[src/rtl/fw_pkg.sv]
package fw_pkg;

    typedef enum logic [1:0] {
        VERDICT_IDLE = 2'd0,
        VERDICT_PASS = 2'd1,
        VERDICT_DENY = 2'd2
    } verdict_e;

endpackage

[src/rtl/fw_region_match.sv]
module fw_region_match #(
    parameter int ADDR_W      = 32,
    parameter int NUM_REGIONS = 2,
    parameter logic [NUM_REGIONS*ADDR_W-1:0] REGION_BASE  = '0,
    parameter logic [NUM_REGIONS*ADDR_W-1:0] REGION_LIMIT = '0
) (
    input  logic [ADDR_W-1:0]      addr_i,
    output logic [NUM_REGIONS-1:0] sel_o
);
    logic [NUM_REGIONS-1:0] hit_vec;

    // One comparator pair per window, inclusive at both ends.
    genvar g;
    generate
        for (g = 0; g < NUM_REGIONS; g++) begin : g_win
            localparam logic [ADDR_W-1:0] LO = REGION_BASE[g*ADDR_W +: ADDR_W];
            localparam logic [ADDR_W-1:0] HI = REGION_LIMIT[g*ADDR_W +: ADDR_W];
            assign hit_vec[g] = (addr_i >= LO) && (addr_i <= HI);
        end
    endgenerate

    // Lowest-numbered window wins when windows overlap.
    always_comb begin
        sel_o = '0;
        for (int i = NUM_REGIONS - 1; i >= 0; i--) begin
            if (hit_vec[i]) begin
                sel_o    = '0;
                sel_o[i] = 1'b1;
            end
        end
    end
endmodule

[src/rtl/fw_verdict.sv]
module fw_verdict
    import fw_pkg::*;
#(
    parameter int NUM_REGIONS = 2,
    parameter logic [NUM_REGIONS-1:0] RD_MASK = '1,
    parameter logic [NUM_REGIONS-1:0] WR_MASK = '0
) (
    input  logic                   valid_i,
    input  logic                   write_i,
    input  logic                   trusted_i,
    input  logic [NUM_REGIONS-1:0] sel_i,
    output verdict_e               verdict_o
);
    logic right_ok;

    always_comb begin
        // Rights are looked up per direction; no window shares one bit for both.
        if (write_i) right_ok = |(sel_i & WR_MASK);
        else         right_ok = |(sel_i & RD_MASK);

        if (!valid_i)                 verdict_o = VERDICT_IDLE;
        else if (trusted_i)           verdict_o = VERDICT_PASS;
        else if (right_ok)            verdict_o = VERDICT_PASS;
        else                          verdict_o = VERDICT_DENY;
    end
endmodule

[src/rtl/fw_viol_log.sv]
module fw_viol_log #(
    parameter int ADDR_W = 32
) (
    input  logic              clk,
    input  logic              rst_n,
    input  logic              deny_i,
    input  logic [ADDR_W-1:0] deny_addr_i,
    input  logic              deny_write_i,
    input  logic              clear_i,
    output logic              flag_o,
    output logic [ADDR_W-1:0] addr_o,
    output logic              write_o
);
    typedef struct packed {
        logic              flag;
        logic              wr;
        logic [ADDR_W-1:0] addr;
    } log_t;

    log_t log_d, log_q;

    always_comb begin
        log_d = log_q;
        if (clear_i) log_d = '0;
        // A refusal in the clear cycle survives the clear.
        if (deny_i && (!log_q.flag || clear_i)) begin
            log_d.flag = 1'b1;
            log_d.wr   = deny_write_i;
            log_d.addr = deny_addr_i;
        end
    end

    always_ff @(posedge clk or negedge rst_n) begin
        if (!rst_n) log_q <= '0;
        else        log_q <= log_d;
    end

    assign flag_o  = log_q.flag;
    assign addr_o  = log_q.addr;
    assign write_o = log_q.wr;
endmodule

[src/rtl/addr_rw_firewall.sv]
module addr_rw_firewall
    import fw_pkg::*;
#(
    parameter int ADDR_W      = 32,
    parameter int DATA_W      = 32,
    parameter int NUM_REGIONS = 2,
    parameter logic [NUM_REGIONS*ADDR_W-1:0] REGION_BASE  = {32'hA001_0000, 32'hA000_0000},
    parameter logic [NUM_REGIONS*ADDR_W-1:0] REGION_LIMIT = {32'hA001_FFFF, 32'hA000_FFFF},
    parameter logic [NUM_REGIONS-1:0] RD_MASK = 2'b11,
    parameter logic [NUM_REGIONS-1:0] WR_MASK = 2'b01
) (
    input  logic              clk,
    input  logic              rst_n,
    input  logic              req_valid,
    input  logic [ADDR_W-1:0] req_addr,
    input  logic              req_write,
    input  logic [DATA_W-1:0] req_wdata,
    input  logic              req_trusted,
    input  logic              clear_viol,
    output logic              mem_req,
    output logic [ADDR_W-1:0] mem_addr,
    output logic              mem_write,
    output logic [DATA_W-1:0] mem_wdata,
    output logic              req_refused,
    output logic              viol_flag,
    output logic [ADDR_W-1:0] viol_addr,
    output logic              viol_write
);
    logic [NUM_REGIONS-1:0] region_sel;
    verdict_e               verdict;

    fw_region_match #(
        .ADDR_W(ADDR_W), .NUM_REGIONS(NUM_REGIONS),
        .REGION_BASE(REGION_BASE), .REGION_LIMIT(REGION_LIMIT)
    ) u_match (
        .addr_i(req_addr),
        .sel_o (region_sel)
    );

    fw_verdict #(
        .NUM_REGIONS(NUM_REGIONS), .RD_MASK(RD_MASK), .WR_MASK(WR_MASK)
    ) u_verdict (
        .valid_i  (req_valid),
        .write_i  (req_write),
        .trusted_i(req_trusted),
        .sel_i    (region_sel),
        .verdict_o(verdict)
    );

    assign mem_req     = (verdict == VERDICT_PASS);
    assign req_refused = (verdict == VERDICT_DENY);
    assign mem_addr    = req_addr;
    assign mem_write   = req_write;
    assign mem_wdata   = req_wdata;

    fw_viol_log #(.ADDR_W(ADDR_W)) u_log (
        .clk         (clk),
        .rst_n       (rst_n),
        .deny_i      (req_refused),
        .deny_addr_i (req_addr),
        .deny_write_i(req_write),
        .clear_i     (clear_viol),
        .flag_o      (viol_flag),
        .addr_o      (viol_addr),
        .write_o     (viol_write)
    );
endmodule

[config.mk]
export PLATFORM = sky130hd
export DESIGN_NAME = addr_rw_firewall
export DESIGN_NICKNAME = d
export VERILOG_FILES = /design/src/rtl/fw_pkg.sv /design/src/rtl/fw_region_match.sv /design/src/rtl/fw_verdict.sv /design/src/rtl/fw_viol_log.sv /design/src/rtl/addr_rw_firewall.sv
export SDC_FILE = /design/constraint.sdc
export NUM_CORES = 1
export LEC_CHECK = 0
export BUFFER_PORTS_ARGS = -buffer_cell sky130_fd_sc_hd__buf_2
export CAP_MARGIN = 30
export CORE_MARGIN = 10
export CORE_UTILIZATION = 41
export CTS_CLUSTER_SIZE = 25
export DETAILED_ROUTE_END_ITERATION = 16
export PLACE_DENSITY = 0.81
export SKIP_LAST_GASP = 1
export SYNTH_ARGS = -nofsm -noshare
export SYNTH_HDL_FRONTEND = slang
export SYNTH_HIERARCHICAL = 1
export SYNTH_SLANG_ARGS = --single-unit
[constraint.sdc]
create_clock -name clk -period 1.9 [get_ports clk]
set_input_delay 0.095 -clock clk [delete_from_list [all_inputs] [get_ports clk]]
set_output_delay 0.095 -clock clk [all_outputs]
set_load 0.005 [all_outputs]
==> results.json, run 1 <==
{
  "cts_buffers": 5,
  "cp_cell_sequence": "buf_6, or4_4, nor4_4, nor2b_4, o31a_1, and2b_2, nor2b_4, buf_12, o32ai_2",
  "grt_pass1_vias": 1894,
  "peakVddDrop_mv": 0.2519,
  "hpwl_mm": 4.696,
  "layout_setup_ws_ns": -0.07724,
  "final.setup_skew_ns": 0.004380,
  "place_congestion": 0.7131,
  "ant_nets": 0,
  "num_rows": 27,
  "tightest_slew_ns": 0.7696,
  "ys_types": 20,
  "power_leakage_nw": 1.403,
  "cts_buffer_depth": 2,
  "synthCells": 229,
  "synth.area.top_cells": "dfrtp_1 36%, buf_4 22%, o32ai_2 21%",
  "met1_usage_pct": 14.23,
  "grtUsageMet2_pct": 23.26,
  "vias_per_cell": 4.813,
  "syn-mean-instance-area_um2": 10.35,
  "grt_start_max_net_pins": 35,
  "num_vias": 1747,
  "wire_per_inst_um": 17.45,
  "cp-start-kind": "input pin",
  "grt_busiest_layer": "met2",
  "netlist_area_um2": 2371,
  "crit_path_end_kind": "flip-flop",
  "fmax_mhz": 505.8,
  "syn-num-nets": 299,
  "status": "complete, but fails checks",
  "drt_iter0_markers": 19,
  "synth_edf_count": 0,
  "synth_common_cells": "68 x buf_4, 34 x dfrtp_1, 33 x inv_1, 33 x nand2_1, 30 x o32ai_2",
  "port_buffers": 106,
  "violations": "setup timing",
  "async_flop_share_pct": 100.0,
  "clock_latency_ns": 0.28,
  "die_area_um2": 9225,
  "slew_headroom_pct": 48.69,
  "ys_seq_elements": 34,
  "critPathArrivalTime_ns": 2.16,
  "start_util_pct": 42.54,
  "syn_to_final_growth_pct": 20.11,
  "finalPower_mw": 1.751,
  "synth_seq_area_share_pct": 35.88,
  "overflow": 0,
  "crit_family": "simple AND/OR/NAND/NOR gates",
  "grt_antenna_before_repair": 0,
  "cp_data_required_time_ns": 2.08,
  "wl_mm": 6.334,
  "design_area_um2": 2848,
  "period_share_pct": 104.1,
  "cp.buffers_inverters": 2,
  "drv_cap": 0,
  "met3_usage_pct": 5.759,
  "antenna_cells": 0,
  "die_w_um": 96.05,
  "placed_area_um2": 2594,
  "critPathMostFrequentCell": "nor2b_4",
  "rsz0062_at_grt": "yes",
  "clk_pin_slew_worst_paths_ns": 0.06,
  "post-route-drc-count": 0,
  "yosysTopAreaCell": "dfrtp_1",
  "period_needed_ns": 1.977,
  "cts_sinks": 34,
  "drive_gt1_share_pct": 63.23,
  "firstDrtPassIters": 4,
  "grt_usage_pct": 13.42,
  "cts.htree.levels": 2,
  "cp_slowest_cell": "or4_4",
  "hold_class": "input pin to flip-flop",
  "cts_root_buffer": "clkbuf_8",
  "cp_max_fo": 12,
  "die_h_um": 96.05,
  "core_um2": 5574,
  "yosysMostFrequentCell": "buf_4",
  "layout.nets": 361,
  "synth_top_area_share_pct": 35.88,
  "finalHoldViolCount": 0,
  "slew_viol_final": 0,
  "post-place-ws_ns": -0.4878,
  "cts_tree": "built",
  "setup_viol": 35,
  "cpPeakStageDelay_ns": 0.56,
  "grt_pass1_wl_mm": 9.639,
  "ios": 171,
  "path_class": "input pin to flip-flop",
  "powerDensity_nw_per_um2": 614.8,
  "synth_warnings": 6,
  "synth_ff_type": "dfrtp_1"
}
-- tightest hold or removal path, stage by stage --
cell and delay [ns]:
buf_2 0.08, nand2_1 0.05, o32ai_2 0.08
-- final cells by class --
cell class,count,area [um^2]
flip-flops and latches,34,850.8
inverters,33,123.9
multi-input cells,81,854.6
repair buffers,136,852.1
clock buffers,7,76.32
fillers,550,2726
well taps,72,90.09
-- sequential cells by signal, indices dropped and copies added, names as in the netlist --
name	count
u_log/addr_o	32
u_log/flag_o	1
u_log/write_o	1
-- cell families (layout without fill, tap and decap cells) --
kind of cell | count (synthesis) | after routing | synth area share [%]
buffers and inverters | 114 | 176 | 30.66
AND/OR/NAND/NOR | 47 | 47 | 11.40
flip-flops | 34 | 34 | 35.88
AO/OA/AOI/OAI | 34 | 34 | 22.06
-- per-layer routing --
metal / share of wire, % / vias to the layer above / wire (um)
met5: 0 / - / 0
met4: 1.8 / 0 / 111
met3: 11 / 20 / 689
met2: 51 / 85 / 3208
met1: 37 / 825 / 2325
li1: - / 817 / -
-- through the flow --
stage          util [%]  TNS [ns]  hold slack [ns]  instances
3_5_place_dp      46.53    -11.84           0.1900        349
5_1_grt           51.09    -4.241          0.08451        363
3_3_place_gp      46.17    -12.60           0.1900        348
6_report          51.09    -1.501          0.08179        363
2_1_floorplan         -    -8.932          -0.2006        229
4_1_cts           50.03    -1.073          0.07208        362
-- where the power goes --
part / switching, mW / internal, mW
clock network: 0.243 / 0.252
registers: 0.0274 / 0.776
logic: 0.228 / 0.225
total: 0.498 / 1.25
-- path summary, 6_finish.rpt --
| kind | to | slack, ns | from | cells past startpoint |
|---|---|---|---|---|
| setup reg to reg | u_log/addr_o[19] | 0.61 | u_log/flag_o | 3 |
| setup / recovery | u_log/addr_o[9] | -0.08 | req_addr[27] | 9 |
| max in group asynchronous | u_log/addr_o[13] | 0.98 | rst_n | 2 |
| hold reg to reg | u_log/addr_o[27] | 0.54 | u_log/addr_o[27] | 2 |
| hold / removal | u_log/addr_o[10] | 0.08 | req_addr[10] | 3 |
| min in group asynchronous | u_log/addr_o[3] | 0.43 | rst_n | 2 |
-- placed cells by master (no fill, tap or decap), drive strengths merged --
master / instances
or4: 3
nor2b: 4
nor4b: 1
inv: 33
nand2: 33
buf: 134
clkbuf: 8
nor4: 2
dlygate4sd3: 1
o31a: 1
or4b: 1
and2b: 1
or2: 1
o32ai: 33
nand4bb: 1
dfrtp: 34
-- timing repair --
item / in CTS / in global routing
hold endpoints to repair: 34 / 0
cloned: 1 / 1
buffers inserted: 4 / 0
setup endpoints to repair: 25 / 35
pin swaps: 1 / 0
hold buffers: 1 / 0
gates resized for setup: 10 / 10
(Power assumes the default switching activity.)
==> run 2: changes to the inputs <==
GPL_TIMING_DRIVEN = 0   (was default)
==> run 2 against run 1 <==
Against the previous run:
- clock-buffer cell count unchanged
- register-to-register slack about the same
- largest cell class is now non-clock buffers
- non-clock buffer count increased by 91
- wire length increased by 15%
- critical endpoint is now u_log/addr_o[19]
- the flow still finishes with violations (setup timing)
==> results.json, run 2 (synthesized netlist as in run 1, its figures left out) <==
{
  "drt_iter0_markers": 28,
  "mostFrequentLayoutCells": "136 x buf_2, 74 x buf_4, 34 x dfrtp_1",
  "wl_mm": 7.256,
  "status": "complete, but fails checks",
  "num_rows": 27,
  "port_buffers": 137,
  "post-place-ws_ns": -0.5347,
  "crit_path_end_kind": "flip-flop",
  "start_util_pct": 42.54,
  "vias_per_cell": 4.557,
  "final_common_cell": "buf_2",
  "drt-met1-wl_mm": 2.600,
  "highest_layer": "met4",
  "cts.htree.levels": 2,
  "clock_latency_ns": 0.28,
  "core_um2": 5574,
  "cp_data_required_time_ns": 2.09,
  "rsz0062_at_grt": "yes",
  "setup_viol": 31,
  "power_leakage_nw": 1.831,
  "wire_per_inst_um": 15.91,
  "layout_setup_ws_ns": -0.1893,
  "powerDensity_nw_per_um2": 553.8,
  "antenna_cells": 0,
  "final.setup_skew_ns": 0.003249,
  "grt_start_max_net_pins": 35,
  "overflow": 0,
  "fin_util_pct": 62.65,
  "die_area_um2": 9225,
  "violations": "setup timing",
  "cts_sinks": 34,
  "cts_buffer_depth": 2,
  "cts_buffers": 5,
  "cts_root_buffer": "clkbuf_8",
  "period_needed_ns": 2.089,
  "grt_pass1_wl_mm": 10.67,
  "syn_to_final_growth_pct": 47.28,
  "ant_nets": 0,
  "met3WireLength_um": 949,
  "grt_usage_pct": 14.52,
  "hold_class": "input pin to flip-flop",
  "cts_tree": "built",
  "finalHoldViolCount": 0,
  "num_vias": 2078,
  "slew_headroom_pct": 47.91,
  "cp-start-kind": "input pin",
  "grt_pass1_vias": 2190,
  "ios": 171,
  "fmax_mhz": 478.6,
  "period_share_pct": 110.0,
  "drive_gt1_share_pct": 71.09,
  "critPathArrivalTime_ns": 2.28,
  "tightest_slew_ns": 0.7813,
  "drv_cap": 0,
  "post-route-drc-count": 0,
  "die_h_um": 96.05,
  "grt_antenna_before_repair": 0,
  "fillers": 479,
  "firstDrtPassIters": 4,
  "layout.nets": 453,
  "place_congestion": 0.7436,
  "clk_pin_slew_worst_paths_ns": 0.07,
  "path_class": "input pin to flip-flop",
  "cp_max_fo": 6,
  "slew_viol_final": 0,
  "route.met2.wl_mm": 3.637,
  "hpwl_mm": 5.657,
  "die_w_um": 96.05,
  "peakVddDrop_mv": 0.2641,
  "largest_reg_flops": 32
}
## run 2: cell types whose count changed in the layout (fill, tap and decap cells not counted), moves of 2 or more
cell     previous run  this run
buf_4              21        74
buf_2             102       136
nand2_1            30        33
nand2_2             3         0
buf_8               2         4
## run 2: cell type report
type / count / area [um^2] / share of cell area (%)
clock buffer: 7 / 86.33 / 2.472
sequential: 34 / 850.8 / 24.36
clock inverter: 1 / 5.005 / 0.1433
buffer: 79 / 604.3 / 17.31
tap: 72 / 90.09 / 2.580
timing repair buffer: 148 / 874.6 / 25.04
multi-input combinational: 82 / 857.1 / 24.54
inverter: 33 / 123.9 / 3.547
## run 2: repair_timing
item / in CTS / in global routing
endpoints found under the hold margin: 34 / 0
buffers inserted: 5 / 2
hold buffers: 1 / 0
pin swaps: 5 / 6
resized for setup: 9 / 13
endpoints found under the setup margin: 33 / 35
cloned: 1 / 3
## run 2: power by group
group	internal, mW	switching (mW)	leakage (nW)
Sequential	0.775	0.0274	0.455
Combinational	0.327	0.259	1.33
Clock	0.292	0.252	0.0482
Total	1.39	0.539	1.83
## run 2: worst paths after layout
path	start	endpoint	slack (ns)	cells after the start
max	req_addr[17]	u_log/addr_o[19]	-0.19	10
max reg2reg	u_log/flag_o	u_log/addr_o[16]	0.60	4
max in group asynchronous	rst_n	u_log/addr_o[30]	0.97	2
min in group asynchronous	rst_n	u_log/addr_o[3]	0.44	2
min	req_addr[22]	u_log/addr_o[22]	0.07	3
min reg2reg	u_log/addr_o[10]	u_log/addr_o[10]	0.55	2
## run 2: routing by layer
metal  up-vias  track usage, %
li1       1007               -
met1       958           15.33
met2       106           24.94
met3         7           7.549
met4         0           3.686
met5         -               0
## run 2: worst max-delay path, cell delays in order
cell and delay (ns):
buf_8 0.10, or4_4 0.56, nor4_4 0.26, nor2b_4 0.19
o31a_1 0.15, and2b_2 0.23, buf_6 0.13, nor2b_4 0.17
buf_8 0.15, o32ai_2 0.24
## run 2: through the flow
stage | area [um^2] | setup TNS (ns) | hold WS (ns) | power (mW) | std cells
2_1_floorplan | 2371 | -8.932 | -0.2006 | 1.115 | 229
3_3_place_gp | 3147 | -15.59 | 0.2127 | 1.341 | 438
3_5_place_dp | 3147 | -16.77 | 0.2176 | 1.353 | 438
4_1_cts | 3336 | -3.364 | 0.07118 | 1.930 | 451
5_1_grt | 3492 | -6.984 | 0.06769 | 2.048 | 456
6_report | 3492 | -4.388 | 0.07444 | 1.934 | 456
==> run 3: changes to the inputs <==
CORE_UTILIZATION = 44   (was 41)
PLACE_DENSITY = 0.86   (was 0.81)
clock period = 2.6 ns   (was 1.9 ns; I/O delays follow)
==> run 3 against run 2 <==
Against the previous run:
- the run now ends clean
- via count shrank 0.82%
- clock power decreased by 27%
- final area fell by 7.1%
- largest cell class unchanged
- critical path depth increased by 1
- sequential cell count unchanged
- highest routed layer unchanged
- critical endpoint is now u_log/addr_o[12]
- total power shrank 29%
- hold slack gained 0.047 ns
==> results.json, run 3 (synthesized netlist as in run 1, its figures left out) <==
{
  "core_um2": 5172,
  "cp-start-kind": "input pin",
  "multi_input_area_um2": 793.3,
  "cts_tree": "built",
  "ios": 171,
  "met3WireLength_um": 917,
  "mostFrequentLayoutCells": "142 x buf_2, 68 x buf_4, 34 x dfrtp_1",
  "setup_viol": 0,
  "drt-met1-wl_mm": 2.396,
  "tightest_slew_ns": 0.7851,
  "grt_usage_pct": 15.44,
  "cts_buffer_depth": 2,
  "powerDensity_nw_per_um2": 422.5,
  "cts_buffers": 5,
  "grt_antenna_before_repair": 0,
  "peakVddDrop_mv": 0.2106,
  "finalNonFillerCells": 445,
  "clock_latency_ns": 0.28,
  "post-cts-setup-buffers": 0,
  "overflow": 0,
  "drv_cap": 0,
  "grt_pass1_vias": 2359,
  "slew_viol_final": 0,
  "drt_iter0_markers": 59,
  "syn_to_final_growth_pct": 36.89,
  "fmax_mhz": 456.3,
  "cts.htree.levels": 2,
  "crit_path_end_kind": "flip-flop",
  "p_sw_share_pct": 27.92,
  "critPathArrivalTime_ns": 2.38,
  "internal-power_mw": 0.9885,
  "finalSetupTns_ns": 0,
  "period_needed_ns": 2.191,
  "grt_pass1_wl_mm": 10.97,
  "die_area_um2": 8724,
  "fillers": 436,
  "firstDrtPassIters": 4,
  "die_h_um": 93.41,
  "p_clk_share_pct": 29.2,
  "wl_mm": 6.884,
  "die_w_um": 93.41,
  "cts_sinks": 34,
  "cts-resized-gates": 0,
  "vias_per_cell": 4.631,
  "start_util_pct": 45.84,
  "cp_data_required_time_ns": 2.79,
  "dp_cells": 436,
  "hold_class": "input pin to flip-flop",
  "port_buffers": 137,
  "cp_max_fo": 10,
  "layout.nets": 444,
  "ant_nets": 0,
  "finalHoldViolCount": 0,
  "post-route-drc-count": 0,
  "period_share_pct": 84.29,
  "place_congestion": 0.7474,
  "num_vias": 2061,
  "wire_per_inst_um": 15.47,
  "largest_reg_flops": 32,
  "seqCellArea_um2": 850.8,
  "route.met2.wl_mm": 3.508,
  "final.setup_skew_ns": 0.004415,
  "clk_pin_slew_worst_paths_ns": 0.07,
  "p_switching_mw": 0.3829,
  "hpwl_mm": 5.728,
  "grt_start_max_net_pins": 35,
  "cts_root_buffer": "clkbuf_8",
  "slew_headroom_pct": 47.66,
  "p_comb_share_pct": 28.2,
  "cts_hold_buf": 1,
  "power.share.sequential_pct": 42.6,
  "rsz0062_at_grt": "no",
  "antenna_cells": 0,
  "status": "completed",
  "power_leakage_nw": 1.721,
  "path_class": "input pin to flip-flop",
  "num_rows": 26,
  "final_common_cell": "buf_2",
  "drive_gt1_share_pct": 69.33,
  "highest_layer": "met4"
}
[run 3: changes by cell type in the layout (fill, tap and decap cells not counted), moves of 2 or more]
cell,before,now
o32ai_1,1,3
buf_8,4,0
o32ai_4,2,0
clkbuf_16,2,0
buf_2,136,142
buf_4,74,68
[run 3: power groups by stage]
stage                     Combinational (mW)  Clock, mW  Sequential, mW
final                                  0.386      0.400           0.585
after global routing                   0.427      0.442           0.590
after global placement                 0.385          0           0.593
after detailed placement               0.394          0           0.596
after floorplan                        0.215          0           0.600
after CTS                              0.396      0.413           0.585
[run 3: final cells by class]
type	instances	area share, %
buffer	81	18.58
sequential	34	26.21
inverter	33	3.817
tap	70	2.699
timing repair buffer	138	21.43
clock inverter	1	0.1542
clock buffer	7	2.660
multi-input combinational	81	24.44
[run 3: worst max-delay path: stages]
cell and delay, ns:
buf_2 0.13, or4_4 0.54, nor4_2 0.29, nor2b_4 0.19, o31a_1 0.13, and2b_2 0.23, buf_6 0.13, nor2b_4 0.12
buf_6 0.13, buf_6 0.15, o32ai_2 0.21
[run 3: through the flow]
step                      area (um^2)  hold WS (ns)  util (%)  setup slack [ns]  total power, mW
after floorplan                  2371       -0.1656         -            0.3801           0.8149
after global placement           3144        0.2443     60.79            0.1208           0.9780
after detailed placement         3144        0.2591     60.79           0.08970           0.9894
after CTS                        3246        0.1120     62.75            0.3846            1.395
after global routing             3246        0.1116     62.75            0.2653            1.459
final                            3246        0.1217     62.75            0.4085            1.371
[run 3: path summary, 6_finish.rpt]
| check | from | to | slack [ns] | cells after the start |
|---|---|---|---|---|
| setup reg to reg | u_log/flag_o | u_log/addr_o[16] | 1.42 | 4 |
| max in group asynchronous | rst_n | u_log/addr_o[15] | 1.64 | 2 |
| min in group asynchronous | rst_n | u_log/addr_o[20] | 0.47 | 2 |
| hold reg to reg | u_log/addr_o[27] | u_log/addr_o[27] | 0.54 | 2 |
| hold / removal | req_addr[11] | u_log/addr_o[11] | 0.12 | 3 |
| setup / recovery | req_addr[27] | u_log/addr_o[12] | 0.41 | 11 |
[run 3: layer usage]
metal	GRT usage, %	up-vias
met5	0	-
met4	3.470	0
met3	8.713	6
met2	27.67	105
met1	15.08	964
li1	-	986
